## config.mk

```make
export PLATFORM = sky130hd
export DESIGN_NAME = tag_station_array
export DESIGN_NICKNAME = d
export VERILOG_FILES = /design/src/rtl/tsa_pkg.sv /design/src/rtl/tsa_reg_status.sv /design/src/rtl/tsa_station_group.sv /design/src/rtl/tsa_cdb_arbiter.sv /design/src/rtl/tag_station_array.sv
export SDC_FILE = /design/constraint.sdc
export NUM_CORES = 1
export LEC_CHECK = 0
export BUFFER_PORTS_ARGS = -buffer_cell sky130_fd_sc_hd__buf_4
export CAP_MARGIN = 30
export CORE_MARGIN = 10
export CORE_UTILIZATION = 44
export DETAILED_ROUTE_END_ITERATION = 10
export HOLD_SLACK_MARGIN = 0.02
export PLACE_DENSITY = 0.66
export SYNTH_ARGS = -nofsm -noshare
export SYNTH_HDL_FRONTEND = slang
export SYNTH_HIERARCHICAL = 1
export SYNTH_SLANG_ARGS = --single-unit
export TNS_END_PERCENT = 20
```

## constraint.sdc

```tcl
create_clock -name clk -period 11.2 [get_ports clk]
set_clock_uncertainty 0.1 [all_clocks]
set_input_delay 3.36 -clock clk [delete_from_list [all_inputs] [get_ports clk]]
set_output_delay 3.36 -clock clk [all_outputs]
set_load 0.01 [all_outputs]
```

## src/rtl/tsa_pkg.sv

```systemverilog
// Shared definitions for the tag-matching station array.
// Assumes: tag value 0 is never allocated to a station.
package tsa_pkg;

    typedef enum logic {
        UNIT_ADD = 1'b0,
        UNIT_MUL = 1'b1
    } unit_kind_e;

    // Bits needed to number n producers plus the reserved value 0.
    function automatic int tag_bits(input int n);
        return $clog2(n + 1);
    endfunction

endpackage

```

## src/rtl/tsa_reg_status.sv

```systemverilog
// Register status table. Each entry is either present (holds a value) or
// pending on the tag of the station that will write it. Pending entries
// snoop the result bus and take the value on a tag match. A dispatch that
// renames an entry overrides a broadcast to the same entry in that cycle.
// Assumes: set_en is only raised for an accepted dispatch.
module tsa_reg_status #(
    parameter int NREG = 8,
    parameter int DW   = 16,
    parameter int TW   = 3
) (
    input  logic                    clk,
    input  logic                    rst_n,
    input  logic [$clog2(NREG)-1:0] rd_a_addr,
    output logic                    rd_a_present,
    output logic [TW-1:0]           rd_a_tag,
    output logic [DW-1:0]           rd_a_val,
    input  logic [$clog2(NREG)-1:0] rd_b_addr,
    output logic                    rd_b_present,
    output logic [TW-1:0]           rd_b_tag,
    output logic [DW-1:0]           rd_b_val,
    input  logic [$clog2(NREG)-1:0] rd_o_addr,
    output logic                    rd_o_present,
    output logic [TW-1:0]           rd_o_tag,
    output logic [DW-1:0]           rd_o_val,
    input  logic                    set_en,
    input  logic [$clog2(NREG)-1:0] set_addr,
    input  logic [TW-1:0]           set_tag,
    input  logic                    cdb_valid,
    input  logic [TW-1:0]           cdb_tag,
    input  logic [DW-1:0]           cdb_data
);
    typedef struct packed {
        logic          present;
        logic [TW-1:0] tag;
        logic [DW-1:0] val;
    } reg_entry_t;

    reg_entry_t ent_q [NREG];

    // Combinational read ports for the two sources and the observer.
    always_comb begin
        rd_a_present = ent_q[rd_a_addr].present;
        rd_a_tag     = ent_q[rd_a_addr].tag;
        rd_a_val     = ent_q[rd_a_addr].val;
        rd_b_present = ent_q[rd_b_addr].present;
        rd_b_tag     = ent_q[rd_b_addr].tag;
        rd_b_val     = ent_q[rd_b_addr].val;
        rd_o_present = ent_q[rd_o_addr].present;
        rd_o_tag     = ent_q[rd_o_addr].tag;
        rd_o_val     = ent_q[rd_o_addr].val;
    end

    // Entry update: rename on dispatch, else capture on a matching broadcast.
    always_ff @(posedge clk) begin
        for (int r = 0; r < NREG; r++) begin
            if (!rst_n) begin
                ent_q[r].present <= 1'b1;
                ent_q[r].tag     <= '0;
                ent_q[r].val     <= DW'(r);
            end else if (set_en && set_addr == r[$clog2(NREG)-1:0]) begin
                ent_q[r].present <= 1'b0;
                ent_q[r].tag     <= set_tag;
            end else if (!ent_q[r].present && cdb_valid && ent_q[r].tag == cdb_tag) begin
                ent_q[r].present <= 1'b1;
                ent_q[r].val     <= cdb_data;
            end
        end
    end

    generate
        for (genvar g = 0; g < NREG; g++) begin : g_chk
            // a renamed entry is pending on the new tag one cycle later
            a_r3_rename_pending: assert property (@(posedge clk) disable iff (!rst_n)
                (set_en && set_addr == g) |=> (!ent_q[g].present && ent_q[g].tag == $past(set_tag)));
            // a broadcast with a foreign tag leaves a pending entry pending
            a_r4_stale_tag_kept: assert property (@(posedge clk) disable iff (!rst_n)
                (!ent_q[g].present && cdb_valid && cdb_tag != ent_q[g].tag && !(set_en && set_addr == g))
                |=> (!ent_q[g].present && $stable(ent_q[g].tag)));
        end
    endgenerate

endmodule

```

## src/rtl/tsa_station_group.sv

```systemverilog
// One group of reservation stations sharing a single non-pipelined,
// fixed-latency execution stub. Allocation takes the lowest free station.
// Waiting operands snoop the result bus. The lowest ready station issues
// when the stub is idle. The stub holds its result and requests the bus
// until granted, and the producing station is freed on its own broadcast.
// Assumes: alloc_en only when has_free; LAT >= 1; the grant is only given
// while req is high.
module tsa_station_group #(
    parameter int                  NS   = 3,
    parameter int                  DW   = 16,
    parameter int                  TW   = 3,
    parameter int                  BASE = 1,
    parameter int                  LAT  = 2,
    parameter tsa_pkg::unit_kind_e KIND = tsa_pkg::UNIT_ADD
) (
    input  logic          clk,
    input  logic          rst_n,
    input  logic          alloc_en,
    input  logic          alloc_a_p,
    input  logic [TW-1:0] alloc_a_tag,
    input  logic [DW-1:0] alloc_a_val,
    input  logic          alloc_b_p,
    input  logic [TW-1:0] alloc_b_tag,
    input  logic [DW-1:0] alloc_b_val,
    output logic          has_free,
    output logic [TW-1:0] alloc_tag,
    input  logic          cdb_valid,
    input  logic [TW-1:0] cdb_tag,
    input  logic [DW-1:0] cdb_data,
    output logic          req,
    output logic [TW-1:0] req_tag,
    output logic [DW-1:0] req_data,
    input  logic          grant
);
    localparam int IW = (NS > 1) ? $clog2(NS) : 1;
    localparam int CW = $clog2(LAT + 1);

    typedef struct packed {
        logic          busy;
        logic          fired;
        logic          pa;
        logic          pb;
        logic [TW-1:0] ta;
        logic [TW-1:0] tb;
        logic [DW-1:0] va;
        logic [DW-1:0] vb;
    } slot_t;

    slot_t         st_q [NS];
    logic          free_found, pick_found, fire;
    logic [IW-1:0] free_idx, pick_idx;
    logic [DW-1:0] op_result;
    logic          u_busy_q;
    logic [CW-1:0] u_cnt_q;
    logic [DW-1:0] u_res_q;
    logic [TW-1:0] u_tag_q;

    // Lowest-index free station for allocation.
    always_comb begin
        free_found = 1'b0;
        free_idx   = '0;
        for (int s = NS - 1; s >= 0; s--) begin
            if (!st_q[s].busy) begin
                free_found = 1'b1;
                free_idx   = IW'(s);
            end
        end
    end

    // Lowest-index station with both operands present and not yet issued.
    always_comb begin
        pick_found = 1'b0;
        pick_idx   = '0;
        for (int s = NS - 1; s >= 0; s--) begin
            if (st_q[s].busy && !st_q[s].fired && st_q[s].pa && st_q[s].pb) begin
                pick_found = 1'b1;
                pick_idx   = IW'(s);
            end
        end
    end

    assign fire      = pick_found && !u_busy_q;
    assign has_free  = free_found;
    assign alloc_tag = TW'(BASE) + TW'(free_idx);

    // Arithmetic stub chosen by the group kind.
    generate
        if (KIND == tsa_pkg::UNIT_MUL) begin : g_mul
            logic [2*DW-1:0] prod;
            assign prod      = st_q[pick_idx].va * st_q[pick_idx].vb;
            assign op_result = prod[DW-1:0];
        end else begin : g_add
            assign op_result = st_q[pick_idx].va + st_q[pick_idx].vb;
        end
    endgenerate

    // Station update: allocate, free on own broadcast, snoop, mark issued.
    always_ff @(posedge clk) begin
        for (int s = 0; s < NS; s++) begin
            if (!rst_n) begin
                st_q[s] <= '0;
            end else if (alloc_en && free_idx == IW'(s)) begin
                st_q[s].busy  <= 1'b1;
                st_q[s].fired <= 1'b0;
                st_q[s].pa    <= alloc_a_p;
                st_q[s].ta    <= alloc_a_tag;
                st_q[s].va    <= alloc_a_val;
                st_q[s].pb    <= alloc_b_p;
                st_q[s].tb    <= alloc_b_tag;
                st_q[s].vb    <= alloc_b_val;
            end else if (st_q[s].busy) begin
                if (cdb_valid && cdb_tag == TW'(BASE + s)) begin
                    st_q[s].busy  <= 1'b0;
                    st_q[s].fired <= 1'b0;
                end else begin
                    if (fire && pick_idx == IW'(s)) begin
                        st_q[s].fired <= 1'b1;
                    end
                    if (!st_q[s].pa && cdb_valid && cdb_tag == st_q[s].ta) begin
                        st_q[s].pa <= 1'b1;
                        st_q[s].va <= cdb_data;
                    end
                    if (!st_q[s].pb && cdb_valid && cdb_tag == st_q[s].tb) begin
                        st_q[s].pb <= 1'b1;
                        st_q[s].vb <= cdb_data;
                    end
                end
            end
        end
    end

    // Execution stub: load on issue, count down, hold until granted.
    always_ff @(posedge clk) begin
        if (!rst_n) begin
            u_busy_q <= 1'b0;
            u_cnt_q  <= '0;
            u_res_q  <= '0;
            u_tag_q  <= '0;
        end else if (!u_busy_q) begin
            if (pick_found) begin
                u_busy_q <= 1'b1;
                u_cnt_q  <= CW'(LAT - 1);
                u_res_q  <= op_result;
                u_tag_q  <= TW'(BASE) + TW'(pick_idx);
            end
        end else if (grant) begin
            u_busy_q <= 1'b0;
        end else if (u_cnt_q != '0) begin
            u_cnt_q <= u_cnt_q - 1'b1;
        end
    end

    assign req      = u_busy_q && (u_cnt_q == '0);
    assign req_tag  = u_tag_q;
    assign req_data = u_res_q;

    // the top never allocates into a full group
    a_r2_alloc_has_room: assert property (@(posedge clk) disable iff (!rst_n)
        alloc_en |-> has_free);
    // a result that is refused keeps requesting with the same tag and value
    a_r9_hold_until_grant: assert property (@(posedge clk) disable iff (!rst_n)
        (req && !grant) |=> (req && $stable(req_data) && $stable(req_tag)));

    generate
        for (genvar g = 0; g < NS; g++) begin : g_chk
            // a station is free right after its own broadcast
            a_r10_free_after_bcast: assert property (@(posedge clk) disable iff (!rst_n)
                (cdb_valid && cdb_tag == TW'(BASE + g)) |=> !st_q[g].busy);
            // a waiting operand takes the value of a matching broadcast
            a_r5_snoop_capture: assert property (@(posedge clk) disable iff (!rst_n)
                (st_q[g].busy && !st_q[g].pa && cdb_valid && cdb_tag == st_q[g].ta)
                |=> (st_q[g].pa && st_q[g].va == $past(cdb_data)));
        end
    endgenerate

endmodule

```

## src/rtl/tsa_cdb_arbiter.sv

```systemverilog
// Single result bus arbiter. The multiplier group has priority over the
// adder group, and the bus carries the granted request unchanged.
// Assumes: the request inputs are stable for the whole cycle.
module tsa_cdb_arbiter #(
    parameter int DW = 16,
    parameter int TW = 3
) (
    input  logic          add_req,
    input  logic [TW-1:0] add_tag,
    input  logic [DW-1:0] add_data,
    input  logic          mul_req,
    input  logic [TW-1:0] mul_tag,
    input  logic [DW-1:0] mul_data,
    output logic          add_grant,
    output logic          mul_grant,
    output logic          cdb_valid,
    output logic [TW-1:0] cdb_tag,
    output logic [DW-1:0] cdb_data
);
    // Fixed-priority grant and bus multiplexer.
    always_comb begin
        mul_grant = mul_req;
        add_grant = add_req && !mul_req;
        cdb_valid = add_req || mul_req;
        cdb_tag   = mul_req ? mul_tag  : add_tag;
        cdb_data  = mul_req ? mul_data : add_data;
    end

    // never two grants at once
    always_comb begin
        a_r9_single_grant: assert ($onehot0({add_grant, mul_grant}));
    end

endmodule

```

## src/rtl/tag_station_array.sv

```systemverilog
// Top of the tag-matching reservation station array. It resolves the source
// operands of a dispatch from the register status table, or straight from
// the bus when the producer broadcasts in the same cycle. It steers the
// operation to the adder or the multiplier group, renames the destination
// and arbitrates the shared result bus.
// Assumes: disp_* are held stable while disp_valid is high within a cycle.
module tag_station_array #(
    parameter int NREG    = 8,
    parameter int DW      = 16,
    parameter int N_ADD   = 3,
    parameter int N_MUL   = 2,
    parameter int ADD_LAT = 2,
    parameter int MUL_LAT = 3
) (
    input  logic                                     clk,
    input  logic                                     rst_n,
    input  logic                                     disp_valid,
    input  logic                                     disp_is_mul,
    input  logic [$clog2(NREG)-1:0]                  disp_dst,
    input  logic [$clog2(NREG)-1:0]                  disp_src_a,
    input  logic [$clog2(NREG)-1:0]                  disp_src_b,
    output logic                                     disp_ready,
    output logic                                     cdb_valid,
    output logic [tsa_pkg::tag_bits(N_ADD+N_MUL)-1:0] cdb_tag,
    output logic [DW-1:0]                            cdb_data,
    input  logic [$clog2(NREG)-1:0]                  rf_raddr,
    output logic                                     rf_rpresent,
    output logic [tsa_pkg::tag_bits(N_ADD+N_MUL)-1:0] rf_rtag,
    output logic [DW-1:0]                            rf_rdata
);
    localparam int TW = tsa_pkg::tag_bits(N_ADD + N_MUL);

    logic          ra_p, rb_p;
    logic [TW-1:0] ra_t, rb_t;
    logic [DW-1:0] ra_v, rb_v;
    logic          oa_p, ob_p;
    logic [TW-1:0] oa_t, ob_t;
    logic [DW-1:0] oa_v, ob_v;
    logic          add_free, mul_free, accept;
    logic [TW-1:0] add_atag, mul_atag, new_tag;
    logic          add_req, mul_req, add_grant, mul_grant;
    logic [TW-1:0] add_rtag, mul_rtag;
    logic [DW-1:0] add_rdata, mul_rdata;

    assign disp_ready = disp_is_mul ? mul_free : add_free;
    assign accept     = disp_valid && disp_ready;
    assign new_tag    = disp_is_mul ? mul_atag : add_atag;

    tsa_reg_status #(.NREG(NREG), .DW(DW), .TW(TW)) u_regs (
        .clk(clk), .rst_n(rst_n),
        .rd_a_addr(disp_src_a), .rd_a_present(ra_p), .rd_a_tag(ra_t), .rd_a_val(ra_v),
        .rd_b_addr(disp_src_b), .rd_b_present(rb_p), .rd_b_tag(rb_t), .rd_b_val(rb_v),
        .rd_o_addr(rf_raddr), .rd_o_present(rf_rpresent), .rd_o_tag(rf_rtag), .rd_o_val(rf_rdata),
        .set_en(accept), .set_addr(disp_dst), .set_tag(new_tag),
        .cdb_valid(cdb_valid), .cdb_tag(cdb_tag), .cdb_data(cdb_data)
    );

    // Source operand resolution with same-cycle bus bypass.
    always_comb begin
        oa_p = 1'b1; oa_t = '0; oa_v = ra_v;
        if (!ra_p) begin
            if (cdb_valid && cdb_tag == ra_t) begin
                oa_v = cdb_data;
            end else begin
                oa_p = 1'b0; oa_t = ra_t; oa_v = '0;
            end
        end
        ob_p = 1'b1; ob_t = '0; ob_v = rb_v;
        if (!rb_p) begin
            if (cdb_valid && cdb_tag == rb_t) begin
                ob_v = cdb_data;
            end else begin
                ob_p = 1'b0; ob_t = rb_t; ob_v = '0;
            end
        end
    end

    tsa_station_group #(.NS(N_ADD), .DW(DW), .TW(TW), .BASE(1), .LAT(ADD_LAT),
                        .KIND(tsa_pkg::UNIT_ADD)) u_add (
        .clk(clk), .rst_n(rst_n), .alloc_en(accept && !disp_is_mul),
        .alloc_a_p(oa_p), .alloc_a_tag(oa_t), .alloc_a_val(oa_v),
        .alloc_b_p(ob_p), .alloc_b_tag(ob_t), .alloc_b_val(ob_v),
        .has_free(add_free), .alloc_tag(add_atag),
        .cdb_valid(cdb_valid), .cdb_tag(cdb_tag), .cdb_data(cdb_data),
        .req(add_req), .req_tag(add_rtag), .req_data(add_rdata), .grant(add_grant)
    );

    tsa_station_group #(.NS(N_MUL), .DW(DW), .TW(TW), .BASE(1 + N_ADD), .LAT(MUL_LAT),
                        .KIND(tsa_pkg::UNIT_MUL)) u_mul (
        .clk(clk), .rst_n(rst_n), .alloc_en(accept && disp_is_mul),
        .alloc_a_p(oa_p), .alloc_a_tag(oa_t), .alloc_a_val(oa_v),
        .alloc_b_p(ob_p), .alloc_b_tag(ob_t), .alloc_b_val(ob_v),
        .has_free(mul_free), .alloc_tag(mul_atag),
        .cdb_valid(cdb_valid), .cdb_tag(cdb_tag), .cdb_data(cdb_data),
        .req(mul_req), .req_tag(mul_rtag), .req_data(mul_rdata), .grant(mul_grant)
    );

    tsa_cdb_arbiter #(.DW(DW), .TW(TW)) u_arb (
        .add_req(add_req), .add_tag(add_rtag), .add_data(add_rdata),
        .mul_req(mul_req), .mul_tag(mul_rtag), .mul_data(mul_rdata),
        .add_grant(add_grant), .mul_grant(mul_grant),
        .cdb_valid(cdb_valid), .cdb_tag(cdb_tag), .cdb_data(cdb_data)
    );

    // a broadcast always names an allocated tag, never the reserved 0
    a_r1_tag_in_range: assert property (@(posedge clk) disable iff (!rst_n)
        cdb_valid |-> (cdb_tag != '0 && cdb_tag <= TW'(N_ADD + N_MUL)));

endmodule

```

; ---- After elaboration in Yosys (flattened, before gate mapping)
; Memory sizes are Yosys's and may differ from the RTL's.
; Cells that the tools add are included.
[word_totals]
reg_bits = 44
ramBits = 370
inputBits = 16
memories = 3
[op_classes]
n_addsub = 7
multipliers = 1
eq_ne = 40
muxes = 342
bitwise = 111
n_reduce_logical = 125
[mem_list]
columns = memory, words, word_bits, read_ports, rd_ports_with_merged_regs, write_ports, line
row1 = u_regs.ent_q, 8, 20, 11, 0, 8, tsa_reg_status.sv:38  ; reg_entry_t ent_q [NREG];
row2 = u_add.st_q, 3, 42, 4, 0, 3, tsa_station_group.sv:49  ; slot_t st_q [NS];
row3 = u_mul.st_q, 2, 42, 3, 0, 2, tsa_station_group.sv:49
[op_table]
columns = operator, count
row1 = 2-to-1 mux 16 bit, 33
row2 = 2-to-1 mux 1 bit, 271
row3 = OR 1 bit, 107
row4 = logical AND 1 bit, 84
row5 = 2-to-1 mux 3 bit, 24
row6 = == test 3 bit, 20
row7 = 2-to-1 mux 2 bit, 14
row8 = logical NOT 1 bit, 27
row9 = "== test 3 bit, second input constant", 6
row10 = adder 16 bit, 1
row11 = multiplier 16 x 16 -> 16 bit, 1
row12 = "== test 3 x 2 -> 1 bit, second input constant", 4
row13 = logical NOT 2 bit, 4
row14 = "inequality test 2 bit, second input constant", 4
row15 = nonzero test 2 bit, 4
row16 = "adder 1 x 2 -> 3 bit, first input constant", 2
row17 = "adder 3 x 1 -> 3 bit, first input constant", 2
row18 = "== test 3 x 1 -> 1 bit, second input constant", 2
row19 = AND reduction 3 bit, 2
row20 = "== test 2 x 1 -> 1 bit, second input constant", 2
row21 = "== test 2 bit, second input constant", 2
row22 = NOT 1 bit, 4
row23 = AND reduction 2 bit, 2
row24 = "subtractor 2 x 1 -> 2 bit, second input constant", 2
row25 = other kinds (2), 2

; ---- Depth between registers and ports, before layout
; An unclocked memory read counts as a cell.
[depth]
word_depth = 17
ltp_mapped = 26

; ---- By module
; The synthesis kept the hierarchy.
[by_module_without_submodules]
columns = mod, n_inst, cells_each, area_each_um2, seq_area_each_um2
row1 = tsa_reg_status, 1, 675, 10446.3, 4804.6
row2 = tsa_station_group (u_mul), 1, 862, 9052.4, 2942.8
row3 = tsa_station_group (u_add), 1, 684, 7737.4, 4224.1
row4 = tag_station_array, 1, 117, 788.3, 0.0
row5 = tsa_cdb_arbiter, 1, 24, 324.1, 0.0

; ---- Worst setup path before layout
; Ideal clock, no wire load.
[synth_path]
path_kind = input to output
startpoint = in rf_raddr[1]
endpoint = out rf_rdata[0]
arrival_time_ns = 4.419
t_required_ns = 7.740
path_slack_ns = 3.321
path_stages = 4
n_path_buf = 2
path_cell_list = buf_6 > buf_6 > mux4_1 > mux2_2
[synth_between]
elab_chain_len = 1
[synth_rtl]
columns = item, line
row1 = "start, declared", tag_station_array.sv:26  ; input logic [$clog2(NREG)-1:0] rf_raddr,
row2 = memory read (8 x 20 bit), -
row3 = "end, declared", tag_station_array.sv:29  ; output logic [DW-1:0] rf_rdata
; No other way between the ends.

; ---- Worst setup path in the final report
[layout_path]
startpoint = in rf_raddr[1]
endpoint = out rf_rdata[1]
; Same word-level chain as after synthesis.

==> results.md <==
Routing:
- After detailed routing, the number of remaining DRC violations is 0.
- The per-cell routed wire length is 23.6 um.
- The via count of the routed design is 19,800.
- The length of the first detailed-routing pass in iterations is 5.
- The mean number of vias per cell is 6.10.
- The first routing iteration left 1,832 violations.
- The total routed wirelength is 76,600 um.
- In this run the remaining antenna-violating nets after routing total 0.

Floorplan:
- The die covers 75,000 um^2.
- From left edge to right edge, the die measures 274 um.
- 57 I/O pins were placed.
- The starting density of the core is 44.7%.
- The number of placement rows is 92.
- The die is 274 um tall.
- The area of the core region is 63,400 um^2.

Timing:
- Subtracting the final worst setup slack from the clock period gives 8500 ps.
- The count of final setup violators is 0.
- The number of failing hold endpoints at the final stage was 0.
- Setup repair after global routing left no endpoint under its margin.
- The post-route fraction of the period consumed by the critical path is 75.9%.
- The final max-slew violation count is 0.
- At the pin with the least slew margin, the transition time is 1040 ps.
- The post-route setup TNS is 0 ps.
- Headroom to the max-slew limit came out at 30.4%.
- Derived from the worst setup path, the maximum achievable clock frequency is 118 MHz.

Critical path:
- The cell at the slowest stage of the critical path is mux4_1.
- On the worst path, the slowest cell contributes a delay of 660 ps.
- The combined buffer and inverter count along the critical path is 2.
- The kind of cell with the highest combined delay along the critical path is multiplexers.
- The endpoint arrival time on the critical path is 5040 ps.
- The largest fanout on the critical path is 40.
- The dominant cell type by count on the critical path is buf_4.
- Walking the worst path, the cells encountered are buf_4 > mux4_1 > mux2_2 > buf_4.
- STA classifies the critical path endpoint as an output port.
- The path type of the worst setup path is in2out.
- The sort of element at the start of the critical path is an input pin.
- At the worst endpoint, the required time is 7740 ps.

Power:
- The combinational share of power is 21.6%.
- In this run the static leakage power is 0.0117 uW.
- Power spread over the standard cell area amounts to 135 nW/um^2.
- Of the total power, registers draw 43.2%.
- The internal power component is 2950 uW.
- The worst vdd rail ir drop is 122 uV.
- Of the total power, the clock network draws 35.1%.
- The switching portion of total power is 29.0%.
- In this run the power spent charging and discharging nets is 1200 uW.

Synth:
- The commonest cells after synthesis are edfxtp_1, nand2_1, a22o_1, nor2_1, inv_1.
- Summing the sequential cell areas from Yosys gives 42.2% of the chip area.
- For this run, the leading register cell type out of synthesis is edfxtp_1.
- Counting flops and latches in the post-synthesis netlist gives 413.
- Yosys mapped a number of flops with a built-in enable equal to 370.
- The synthesized netlist occupies a cell area of 28,300 um^2.
- Dividing the synthesized area by the synthesized cell count gives 12.0 um^2.
- In the synthesized netlist the async set-or-reset flop fraction comes to 0%.
- The most repeated cell in the gate-level netlist after synthesis is edfxtp_1.
- For this run, the number of Yosys warnings is 6.
- The area share of the largest cell type after synthesis is 39.2%.
- The largest total area in the synthesized netlist belongs to edfxtp_1.
- The number of cells produced by synthesis is 2,362.
- After synthesis, the netlist uses 86 different library cells.
- Yosys attributes the largest share of cell area to edfxtp_1, mux4_1, fa_1.

Placement:
- The total half-perimeter wirelength after legalization and detailed placement is 56,100 um.
- During placement, the flow inserted port buffers numbering 56.
- At the end of routability-driven placement, the weighted congestion stood at 0.880.
- After detailed placement, the design holds a cell count of 3,162.

Job:
- The number of max-cap violations is 0.

Clocking:
- The buffer levels on the longest clock path is 3.
- The buffer type at the clock tree root is clkbuf_16.
- The number of buffers inserted by post-CTS setup repair is 0.
- The clock latency on the worst-skew pair is 590 ps.
- The count of hold-fix buffers inserted at cts is 0.
- The CTS H-tree depth is 2.
- The clock sink count is 413.
- The count of instances resized after the clock tree is built is 0.
- After clock tree synthesis, the clock-pin slew on the worst setup and hold paths is 60 ps.
- The number of clock buffers added by TritonCTS is 44.
- TritonCTS built the clock tree.

GRT:
- The global-route congestion overflow total is 0.
- The number of global-route vias before repair is 20,100.
- Entering global routing, the biggest net connects 61 pins.
- The first global-routing pass estimated 118,000 um of wire.
- In the global route stage, overall resource usage came out at 20.0%.
- The initial antenna violation count is 1.

Layout:
- The core utilization of the finished layout is 48.6%.
- The final antenna diode count is 0.
- The number of nets in the finished design is 2,527.
- After filler insertion, the fill cell instance count of the layout stands at 5,569.
- The multi-input combinational cells in the finished layout cover a total of 15,000 um^2.
- Of the cells placed in the final design, the portion with a size suffix greater than 1 is 15.4%.
- The number of non-filler instances in the completed layout is 3,246.
- Relative to the synthesized area, the layout overhead comes to 8.74%.
- The area taken by flip-flops and latches is 12,000 um^2.

Hold path:
- The kind of path behind the tightest hold check is reg2reg.

Run status:
- The run finished with clean final reports.
[logic make-up (layout without fill, tap and decap cells)]
family	after synthesis	after routing	synth area share, %
and+or+nand+nor	761	761	13.2
AOI/OAI and AO/OA	375	375	10.5
DFF	413	413	42.2
xor gates and xnor gates	123	123	3.85
buffers and inverters	286	323	5.01
other	3	4	0.0397
muxes	254	254	16.5
adders and majority gates	147	147	8.63
[layer usage]
metal  wire [um]  vias to the layer above  track usage, %
met4        1790                        2            5.84
met1       30900                    10000            24.8
li1            -                     8851               -
met5          13                        -               0
met3        4960                      130            2.91
met2       39000                      803            35.7
[placed cells by master, fill, tap and decap left out, types with 7 or more instances in the layout]
master,netlist,routed
and2_1,47,47
nand2_1,289,289
mux4_1,114,114
mux2_2,87,87
fa_1,81,81
clkbuf_1,59,10
nand2b_1,19,18
nand4_1,11,11
xor2_1,29,29
ha_1,66,66
nor2b_1,23,23
xnor2_1,93,93
a21boi_0,8,8
clkbuf_16,0,45
nor3_1,126,125
o31ai_2,20,20
o21ai_1,1,9
buf_4,13,96
clkinv_2,0,7
a22o_2,15,15
inv_1,132,132
o31ai_1,12,12
mux2_4,18,18
edfxtp_1,370,370
a21o_1,19,19
nor2_1,136,132
a21oi_1,36,36
dfxtp_1,43,43
a22o_1,145,145
nand3_1,39,39
a31oi_1,37,36
clkinv_1,1,8
or2_1,8,8
o21ai_0,39,31
nand4b_1,7,7
nor4_4,8,10
mux2i_1,28,28
buf_6,31,8
[stage by stage]
step                      setup slack, ps  total power [uW]  hold WS (ps)  cell area [um^2]
after floorplan                      3320              2460           331             28400
after global placement               2800              2690           343             29300
after detailed placement             2730              2720           353             29400
after CTS                            2710              4170           362             30800
after global routing                 2660              4330           369             30800
final                                2700              4150           363             30800
[registers in the layout (all words and copies together), names as in the netlist]
register	cells
u_add/u_cnt_q	2
u_mul/st_q	84
u_mul/req_data	16
u_mul/u_busy_q	1
u_add/u_busy_q	1
u_add/st_q	126
u_add/req_data	16
u_mul/req_tag	2
u_mul/u_cnt_q	2
u_add/req_tag	3
u_regs/ent_q	160
[path summary, 6_finish.rpt]
kind,cells after the start,from,endpoint,slack [ps]
worst min-delay path,2,u_add/req_data[4],u_add/req_data[4],360
worst min register to register,2,u_add/req_data[4],u_add/req_data[4],360
worst max-delay path,4,rf_raddr[1],rf_rdata[1],2700
worst max register to register,22,u_mul/st_q[0][41],u_mul/req_data[15],4150
[worst reg2reg max path, cell delays in order, from the launching register on]
cell      delay, ps
edfxtp_1        460
nand4b_1        260
nand2b_2        170
buf_4           580
mux2i_1         730
nor2_1          160
fa_1            560
inv_1            50
fa_1            470
inv_1            50
fa_1            380
inv_1            80
fa_1            430
fa_1            510
fa_1            500
inv_1            40
ha_1            350
nand3_1          90
a211oi_1        310
nor4_1          100
o21bai_1        310
xnor2_1         170
a21oi_1          90
[layout make-up]
type	count	area share [%]
Clock buffer	56	3.82
Multi-Input combinational cell	1664	48.7
Inverter	133	1.62
Tap cell	846	3.43
Clock inverter	26	0.804
Timing Repair Buffer	108	2.82
Sequential cell	413	38.8
[power groups by stage]
stage          Sequential [uW]  Clock [uW]  Combinational, uW
2_1_floorplan             1800           0                652
3_3_place_gp              1820           0                865
3_5_place_dp              1830           0                893
4_1_cts                   1790        1480                899
5_1_grt                   1800        1540                992
6_report                  1790        1460                897
No activity file was read; power rests on OpenSTA's default activity.
